--- src/rtl/scl_pacer_pkg.sv ---
package scl_pacer_pkg;
  typedef enum logic [1:0] {
    PH_IDLE = 2'd0,
    PH_LOW  = 2'd1,
    PH_HIGH = 2'd2
  } scl_phase_e;
endpackage

--- src/rtl/scl_prd_reg.sv ---
module scl_prd_reg #(
  parameter int PRD_W   = 7,
  parameter int PRD_RST = 1
) (
  input  logic             clk,
  input  logic             rst,
  input  logic             we,
  input  logic [PRD_W-1:0] wdata,
  output logic [PRD_W-1:0] prd_q
);
  always_ff @(posedge clk) begin
    if (rst)     prd_q <= PRD_W'(PRD_RST);
    else if (we) prd_q <= wdata;
  end

  // a write lands in the register one clock later
  a_r1_prd_write: assert property (@(posedge clk) disable iff (rst)
    we |=> prd_q == $past(wdata));
endmodule

--- src/rtl/scl_unit_tick.sv ---
module scl_unit_tick #(
  parameter int CW = 8
) (
  input  logic          clk,
  input  logic          rst,
  input  logic          clr,
  input  logic          run,
  input  logic [CW-1:0] lim,
  output logic          tick
);
  logic [CW-1:0] pcnt;

  assign tick = run && !clr && (pcnt == lim);

  always_ff @(posedge clk) begin
    if (rst || clr)  pcnt <= '0;
    else if (run)    pcnt <= tick ? '0 : pcnt + 1'b1;
  end

  // the prescaler never runs past its limit
  a_r3_count_bound: assert property (@(posedge clk) disable iff (rst)
    pcnt <= lim);
  // a stalled prescaler keeps its count
  a_r8_stall_hold: assert property (@(posedge clk) disable iff (rst)
    (!run && !clr) |=> $stable(pcnt));
endmodule

--- src/rtl/scl_phase_seq.sv ---
module scl_phase_seq
  import scl_pacer_pkg::*;
#(
  parameter int PRD_W      = 7,
  parameter int PRD_RST    = 1,
  parameter int LOW_UNITS  = 6,
  parameter int HIGH_UNITS = 4
) (
  input  logic             clk,
  input  logic             rst,
  input  logic             en,
  input  logic             scl_in,
  input  logic [PRD_W-1:0] prd_q,
  input  logic             tick,
  output logic [PRD_W-1:0] prd_act,
  output logic             clr,
  output logic             run,
  output logic             scl_out,
  output logic             fall_stb,
  output logic             samp_stb
);
  localparam int MAXU = (LOW_UNITS > HIGH_UNITS) ? LOW_UNITS : HIGH_UNITS;
  localparam int UCW  = (MAXU > 1) ? $clog2(MAXU) : 1;
  localparam int HALF = HIGH_UNITS / 2;

  scl_phase_e     state;
  logic [UCW-1:0] ucnt;
  logic           low_done, high_done, start_cyc;

  assign low_done  = tick && (ucnt == UCW'(LOW_UNITS - 1));
  assign high_done = tick && (ucnt == UCW'(HIGH_UNITS - 1));
  assign start_cyc = en && ((state == PH_IDLE) || (state == PH_HIGH && high_done));
  assign clr       = !en || (state == PH_IDLE);
  assign run       = !(state == PH_HIGH && !scl_in);

  always_ff @(posedge clk) begin
    if (rst)            prd_act <= PRD_W'(PRD_RST);
    else if (start_cyc) prd_act <= prd_q;
  end

  always_ff @(posedge clk) begin
    if (rst || !en) begin
      state    <= PH_IDLE;
      ucnt     <= '0;
      scl_out  <= 1'b1;
      fall_stb <= 1'b0;
      samp_stb <= 1'b0;
    end else begin
      fall_stb <= 1'b0;
      samp_stb <= 1'b0;
      case (state)
        PH_IDLE: begin
          state    <= PH_LOW;
          ucnt     <= '0;
          scl_out  <= 1'b0;
          fall_stb <= 1'b1;
        end
        PH_LOW: begin
          if (low_done) begin
            state   <= PH_HIGH;
            ucnt    <= '0;
            scl_out <= 1'b1;
          end else if (tick) begin
            ucnt <= ucnt + 1'b1;
          end
        end
        PH_HIGH: begin
          if (high_done) begin
            state    <= PH_LOW;
            ucnt     <= '0;
            scl_out  <= 1'b0;
            fall_stb <= 1'b1;
          end else if (tick) begin
            ucnt     <= ucnt + 1'b1;
            samp_stb <= (ucnt == UCW'(HALF - 1));
          end
        end
        default: begin
          state   <= PH_IDLE;
          scl_out <= 1'b1;
        end
      endcase
    end
  end

  // the fall strobe coincides with a high-to-low step of scl_out
  a_r6_fall_edge: assert property (@(posedge clk) disable iff (rst)
    fall_stb |-> (!scl_out && $past(scl_out)));
  // the sample strobe appears only while SCL is released
  a_r5_samp_high: assert property (@(posedge clk) disable iff (rst)
    samp_stb |-> scl_out);
  // disabling releases SCL and silences the strobes
  a_r9_release: assert property (@(posedge clk) disable iff (rst)
    !en |=> (scl_out && !fall_stb && !samp_stb));
  // the active period changes only at the start of an SCL cycle
  a_r7_prd_apply: assert property (@(posedge clk) disable iff (rst)
    !$stable(prd_act) |-> fall_stb);
  // a held-low line freezes the high-phase unit count
  a_r8_stretch: assert property (@(posedge clk) disable iff (rst)
    (en && state == PH_HIGH && !scl_in) |=> $stable(ucnt));
  // the unit count stays within the longer phase
  a_r3_unit_bound: assert property (@(posedge clk) disable iff (rst)
    ucnt < UCW'(MAXU));
endmodule

--- src/rtl/scl_pacer.sv ---
module scl_pacer
  import scl_pacer_pkg::*;
#(
  parameter int PRD_W      = 7,
  parameter int PRD_RST    = 1,
  parameter int LOW_UNITS  = 6,
  parameter int HIGH_UNITS = 4
) (
  input  logic             clk,
  input  logic             rst,
  input  logic             en,
  input  logic             prd_we,
  input  logic [PRD_W-1:0] prd_wdata,
  input  logic             scl_in,
  output logic             scl_out,
  output logic             fall_stb,
  output logic             samp_stb
);
  localparam int CW = PRD_W + 1;

  logic [PRD_W-1:0] prd_q, prd_act;
  logic             tick, clr, run;
  logic [CW-1:0]    lim;

  // one base unit is 2*(1+P) clocks, so the count limit is 2P+1
  assign lim = {prd_act, 1'b1};

  scl_prd_reg #(.PRD_W(PRD_W), .PRD_RST(PRD_RST)) u_prd (
    .clk(clk), .rst(rst), .we(prd_we), .wdata(prd_wdata), .prd_q(prd_q)
  );

  scl_unit_tick #(.CW(CW)) u_tick (
    .clk(clk), .rst(rst), .clr(clr), .run(run), .lim(lim), .tick(tick)
  );

  scl_phase_seq #(
    .PRD_W(PRD_W), .PRD_RST(PRD_RST),
    .LOW_UNITS(LOW_UNITS), .HIGH_UNITS(HIGH_UNITS)
  ) u_seq (
    .clk(clk), .rst(rst), .en(en), .scl_in(scl_in), .prd_q(prd_q),
    .tick(tick), .prd_act(prd_act), .clr(clr), .run(run),
    .scl_out(scl_out), .fall_stb(fall_stb), .samp_stb(samp_stb)
  );
endmodule

--- config.mk ---
export PLATFORM = sky130hd
export DESIGN_NAME = scl_pacer
export DESIGN_NICKNAME = d
export VERILOG_FILES = /design/src/rtl/scl_pacer_pkg.sv /design/src/rtl/scl_prd_reg.sv /design/src/rtl/scl_unit_tick.sv /design/src/rtl/scl_phase_seq.sv /design/src/rtl/scl_pacer.sv
export SDC_FILE = /design/constraint.sdc
export NUM_CORES = 1
export LEC_CHECK = 0
export BUFFER_PORTS_ARGS = -buffer_cell sky130_fd_sc_hd__buf_2
export CORE_MARGIN = 8
export CORE_UTILIZATION = 57
export CTS_CLUSTER_SIZE = 25
export DETAILED_ROUTE_END_ITERATION = 8
export PLACE_DENSITY = 0.73
export SYNTH_ARGS = -nofsm -noshare
export SYNTH_HDL_FRONTEND = slang
export SYNTH_SLANG_ARGS = --single-unit
--- constraint.sdc ---
create_clock -name clk -period 2.3 [get_ports clk]
set_input_delay 0.23 -clock clk [delete_from_list [all_inputs] [get_ports clk]]
set_output_delay 0.23 -clock clk [all_outputs]
set_load 0.01 [all_outputs]
After elaboration in Yosys (flattened, before gate mapping)

Cells that the tools add are included.

Flip-flop bits (word level): 30
Output and inout port bits: 3

Multiplexer cells: 13
Add/subtract/negate cells: 2
Equal/unequal tests: 8
Bitwise gates (word level): 2
Reduce and logical (&&, ||, !) cells: 19

Operator list:

| operator            | count |
|---|---|
| $mux 3              | 3 |
| $pmux 3 s3          | 1 |
| $add 8x1->8 const B | 1 |
| $eq 8x8->1          | 1 |
| $mux 8              | 1 |
| $logic_and 1x1->1   | 7 |
| $pmux 2 s3          | 1 |
| $logic_not 1->1     | 4 |
| $logic_or 1x1->1    | 4 |
| $mux 2              | 2 |
| $ne 2x1->1 const B  | 2 |
| $reduce_or 4->1     | 1 |
| $add 3x1->3 const B | 1 |
| $eq 3x1->1 const B  | 1 |
| $eq 3x2->1 const B  | 1 |
| $eq 3x3->1 const B  | 1 |
| $mux 1              | 3 |
| $pmux 1 s3          | 1 |
| $reduce_bool 3->1   | 1 |
| $eq 2x1->1 const B  | 1 |
| $eq 2x2->1 const B  | 1 |
| $logic_not 2->1     | 1 |
| $not 1->1           | 2 |
| $pmux 1 s2          | 1 |
| $reduce_and 2->1    | 1 |

Depth between registers and ports, before layout

Word-level depth: 9
Gate-level depth with buffers: 9

Cells and area by module

From an unflattened synthesis, not the netlist that was laid out.

Cell total of the unflattened synthesis: 149
Area total of the unflattened synthesis: 1427.6 um^2

By module, submodules not included:

| module        | instances | area an instance (um^2) | sequential area each (um^2) | cells each |
|---|---|---|---|---|
| scl_phase_seq | 1         | 701.9                   | 300.3                       | 77 |
| scl_unit_tick | 1         | 470.5                   | 160.2                       | 49 |
| scl_prd_reg   | 1         | 251.5                   | 140.1                       | 22 |
| scl_pacer     | 1         | 3.8                     | 0.0                         | 1 |

Worst setup path before layout

OpenSTA, ideal clock, no wires.

Kind: flip-flop to flip-flop
Start point: register u_seq.state[0]
End point: register u_seq.state[0]
Data required time: 2.163 ns
Stages on the path, launching flop included: 9
Arrival: 1.751 ns
Clock period less this slack: 1.888 ns
Slack: 0.412 ns
Cell sequence: dfxtp_1 -> inv_1 -> ha_1 -> nand2b_1 -> buf_6 -> and4b_4 -> nand4_1 -> o41ai_1 -> a211oi_1

Longest elaborated chain between the ends: 8
Elaborated cells on any way between the ends: 15

Ends and longest elaborated chain:

| item                                                  | RTL line                                                      | text |
|---|---|---|
| start: declaration                                    | scl_phase_seq.sv:26                                           | `scl_phase_e state;` |
| start signal: assignment                              | scl_phase_seq.sv:43                                           | `state <= PH_IDLE;` |
| start signal: assignment                              | scl_phase_seq.sv:53                                           | `state <= PH_LOW;` |
| start signal: assignment                              | scl_phase_seq.sv:60                                           | `state <= PH_HIGH;` |
| $eq 2x2->1 or $logic_not 2->1 (tied branches)         | scl_phase_seq.sv:34, scl_phase_seq.sv:51, scl_phase_seq.sv:33 |  |
| $logic_and 1x1->1 or $logic_or 1x1->1 (tied branches) | scl_phase_seq.sv:34, scl_phase_seq.sv:33                      |  |
| $logic_not 1->1, on equally long branches             | scl_phase_seq.sv:34, scl_unit_tick.sv:13                      |  |
| $logic_and 1x1->1 (2 in series)                       | scl_unit_tick.sv:13                                           | `assign tick = run && !clr && (pcnt == lim);` |
| $logic_and 1x1->1, on equally long branches           | scl_phase_seq.sv:31, scl_phase_seq.sv:30                      |  |
| $ne 2x1->1 (no line)                                  | n/a                                                           |  |
| $reduce_and 2->1 (no line)                            | n/a                                                           |  |

Parallel ways exist; a longest one is shown, timed or not.
A chain may end at the register's enable or synchronous reset.

Worst setup path in the final report

Same ends and word-level chain as after synthesis.

==> impl_metrics.py <==
metrics = {
    "run_status": {
        "status": "finished clean",
    },
    "sta": {
        "tightest_slew_ps": 407.9,
        "finalMaxSlewViolations": 0,
        "post-route-period-util_pct": 90.88,
        "setup_viol": 0,
        "clock.fmax_mhz": 478.4,
        "setup_tns_ps": 0,
        "fin_worst_skew_ps": 2.794,
        "finalHoldViolCount": 0,
        "slew_headroom_pct": 72.56,
        "holdWs_ps": 95.02,
        "rsz0062_at_grt": "no",
        "min_period_ps": 2090,
    },
    "route": {
        "drtIter0Drc": 89,
        "vias": 1096,
        "routed_via_density": 5.453,
        "drc_errors": 0,
        "drt-pass1-iter-count": 4,
        "wl_um": 2757,
        "avgRoutedWirePerCell_um": 13.72,
        "detail-route-antenna-nets": 0,
    },
    "global_routing": {
        "antenna_found_initial": 0,
        "grt_usage_pct": 13.85,
        "grt_pass1_vias": 1101,
        "gr-total-overflow": 0,
        "grt_max_degree": 24,
        "grt_pass1_wl_um": 4850,
    },
    "clock_tree": {
        "cts_tree": "done",
        "cts_resized": 0,
        "clock_latency_ps": 340,
        "clkTransAtPathRegs_ps": 90,
        "ctsHtreeMaxLevel": 2,
        "cts_made_buffers": 5,
        "clockRootBuffer": "clkbuf_4",
        "cts_hold_buf": 0,
        "cts_sinks": 30,
        "clock_path_buffers": 2,
        "cts_setup_buffers": 0,
    },
    "worst_setup_path": {
        "reg2regPathDepth": 7,
        "worstPathRequired_ps": 2510,
        "crit_path_start": "u_seq.state[0]$_SDFFE_PP0P_",
        "worst_ep_arrival_time_ps": 2300,
        "cp-end-kind": "flip-flop",
        "critical_path_buf_inv_count": 1,
        "path_delay_family": "simple AND/OR/NAND/NOR gates",
        "worstSetupStartpointType": "flip-flop",
        "cp_slowest_cell": "o41ai_2",
        "reg2reg_to": "u_seq.state[0]$_SDFFE_PP0P_",
        "worst-setup-path-type": "reg2reg",
        "slowest_delay_ps": 430,
        "cp-endpoint": "u_seq.state[0]$_SDFFE_PP0P_",
        "cp_cell_sequence": "inv_1, ha_1, nand2b_1, and4b_4, nand4_1, o41ai_2, a211oi_1",
        "crit_path_max_fanout": 7,
        "cp_num_cells": 7,
        "reg2reg_from": "u_seq.state[0]$_SDFFE_PP0P_",
        "r2r_slack_ps": 210,
    },
    "placed_design": {
        "gp_congestion": 0.8509,
        "port_buffers": 14,
        "place_inst": 194,
        "place_area_mm2": 0.001570,
        "post-dp-hpwl_um": 1964,
    },
    "yosys": {
        "synth_warnings": 0,
        "synth_edf_count": 0,
        "synth_nets": 174,
        "ys_seq_elements": 30,
        "ys.flop_type": "dfxtp_1",
        "syn-cell-area_mm2": 0.001489,
        "netlist_instances": 154,
        "yosysSeqAreaShare_pct": 40.34,
        "ys_types": 34,
        "synthArstFlopShare_pct": 0,
        "syn_area_per_cell_um2": 9.668,
    },
    "pwr": {
        "p_leak_nw": 0.7525,
        "p_total_w": 0.0009204,
        "powerDensity_mw_per_mm2": 566.3,
        "p_sw_w": 0.0002355,
        "peakVddDrop_mv": 0.4855,
        "clkPwrFrac_pct": 31.9,
        "seqPwrFrac_pct": 59.2,
        "internal_power_w": 0.0006848,
        "p_comb_share_pct": 8.9,
        "p_sw_share_pct": 25.59,
    },
    "finish": {
        "fin_nets": 191,
        "syn_to_final_growth_pct": 9.160,
        "antenna_cells": 0,
        "fin_area_mm2": 0.001625,
        "layout-drive-gt1-share_pct": 17.54,
        "final_cell_mix": "30 x dfxtp_1, 22 x nor2_1, 14 x nand2b_1, 14 x mux2i_1, 14 x buf_2",
        "final_common_cell": "dfxtp_1",
        "final_cells": 201,
        "fill_cells": 225,
    },
    "flow_run": {
        "drv_cap": 0,
    },
    "floorplanning": {
        "num_io_pins": 15,
        "coreArea_mm2": 0.002477,
        "start_util_pct": 60.10,
        "rows": 18,
        "die_h_um": 67.11,
        "die_area_mm2": 0.004504,
        "die_x_um": 67.11,
    },
    "hold_path": {
        "min_path_type": "in2reg",
        "hp-start": "prd_wdata[0]",
    },
}
through the flow:
step	util [%]	setup slack, ps
final	65.61	209.6
after CTS	65.30	183.1
after global routing	65.61	71.26
after global placement	63.38	347.2
after floorplan	-	412.0
after detailed placement	63.38	251.8
power groups by stage:
stage | Clock [W] | Sequential [W] | Combinational [W]
5_1_grt | 0.000328 | 0.000547 | 0.0000917
6_report | 0.000294 | 0.000545 | 0.0000818
3_3_place_gp | 0 | 0.000556 | 0.0000784
2_1_floorplan | 0 | 0.000556 | 0.0000595
3_5_place_dp | 0 | 0.000557 | 0.0000807
4_1_cts | 0.000300 | 0.000545 | 0.0000814
worst min-delay path by stage:
stage | depth (start not counted) | end | slack, ps
finish | 2 | u_prd.prd_q[0]$_SDFFE_PP1P_ | 100
floorplan | 1 | u_prd.prd_q[0]$_SDFFE_PP1P_ | 350
global placement | 2 | u_prd.prd_q[0]$_SDFFE_PP1P_ | 440
global route | 2 | u_prd.prd_q[0]$_SDFFE_PP1P_ | 90
CTS | 2 | u_prd.prd_q[0]$_SDFFE_PP1P_ | 90
detailed placement | 2 | u_prd.prd_q[0]$_SDFFE_PP1P_ | 440
kinds of logic after synthesis:
kind of cell / count (synthesis) / share of synthesized area [%]
xor gates and xnor gates: 14 / 8.235
and+or+nand+nor: 62 / 22.10
buffers and inverters: 11 / 3.781
muxes: 14 / 9.411
adders and majority gates: 8 / 6.723
DFF: 30 / 40.34
AOI/OAI and AO/OA: 15 / 9.413
worst register-to-register path: stages, from the launching register on:
cell and delay [ps]:
dfxtp_1 380, inv_1 100, ha_1 300, nand2b_1 120, and4b_4 250, nand4_1 300, o41ai_2 430, a211oi_1 80
metal layers:
layer	global-route usage (%)	part of all wire (%)	routed length, um
met3	4.866	6.0	166
met1	16.62	48	1336
met4	7.572	2.5	68
met5	0	0	0
met2	21.15	43	1186
flip-flops by register name, summed over array words and instances, names as in the netlist:
| register | cells |
|---|---|
| u_prd.prd_q | 7 |
| u_seq.fall_stb | 1 |
| u_seq.prd_act | 7 |
| u_seq.samp_stb | 1 |
| u_seq.scl_out | 1 |
| u_seq.state | 2 |
| u_seq.ucnt | 3 |
| u_tick.pcnt | 8 |
cell usage after synthesis (all sizes together), types with 3 or more instances:
| master | instances | share of area (%) |
|---|---|---|
| nor2 | 22 | 5.5 |
| inv | 6 | 1.5 |
| nand2 | 9 | 2.3 |
| nand4 | 4 | 1.7 |
| xor2 | 10 | 5.9 |
| buf | 3 | 1.8 |
| nand2b | 14 | 5.9 |
| mux2i | 14 | 9.4 |
| xnor2 | 4 | 2.4 |
| ha | 8 | 6.7 |
| nor3 | 3 | 1.3 |
| dfxtp | 30 | 40 |
area by class of cell:
cell class | count | area, um^2 | area share (%)
Clock inverter | 2 | 10.01 | 0.6159
Multi-Input combinational cell | 113 | 839.6 | 51.66
Inverter | 6 | 22.52 | 1.386
Sequential cell | 30 | 600.6 | 36.95
Tap cell | 30 | 37.54 | 2.309
Clock buffer | 5 | 37.54 | 2.309
Timing Repair Buffer | 15 | 77.57 | 4.773
Power figures use the tool's default switching activity.
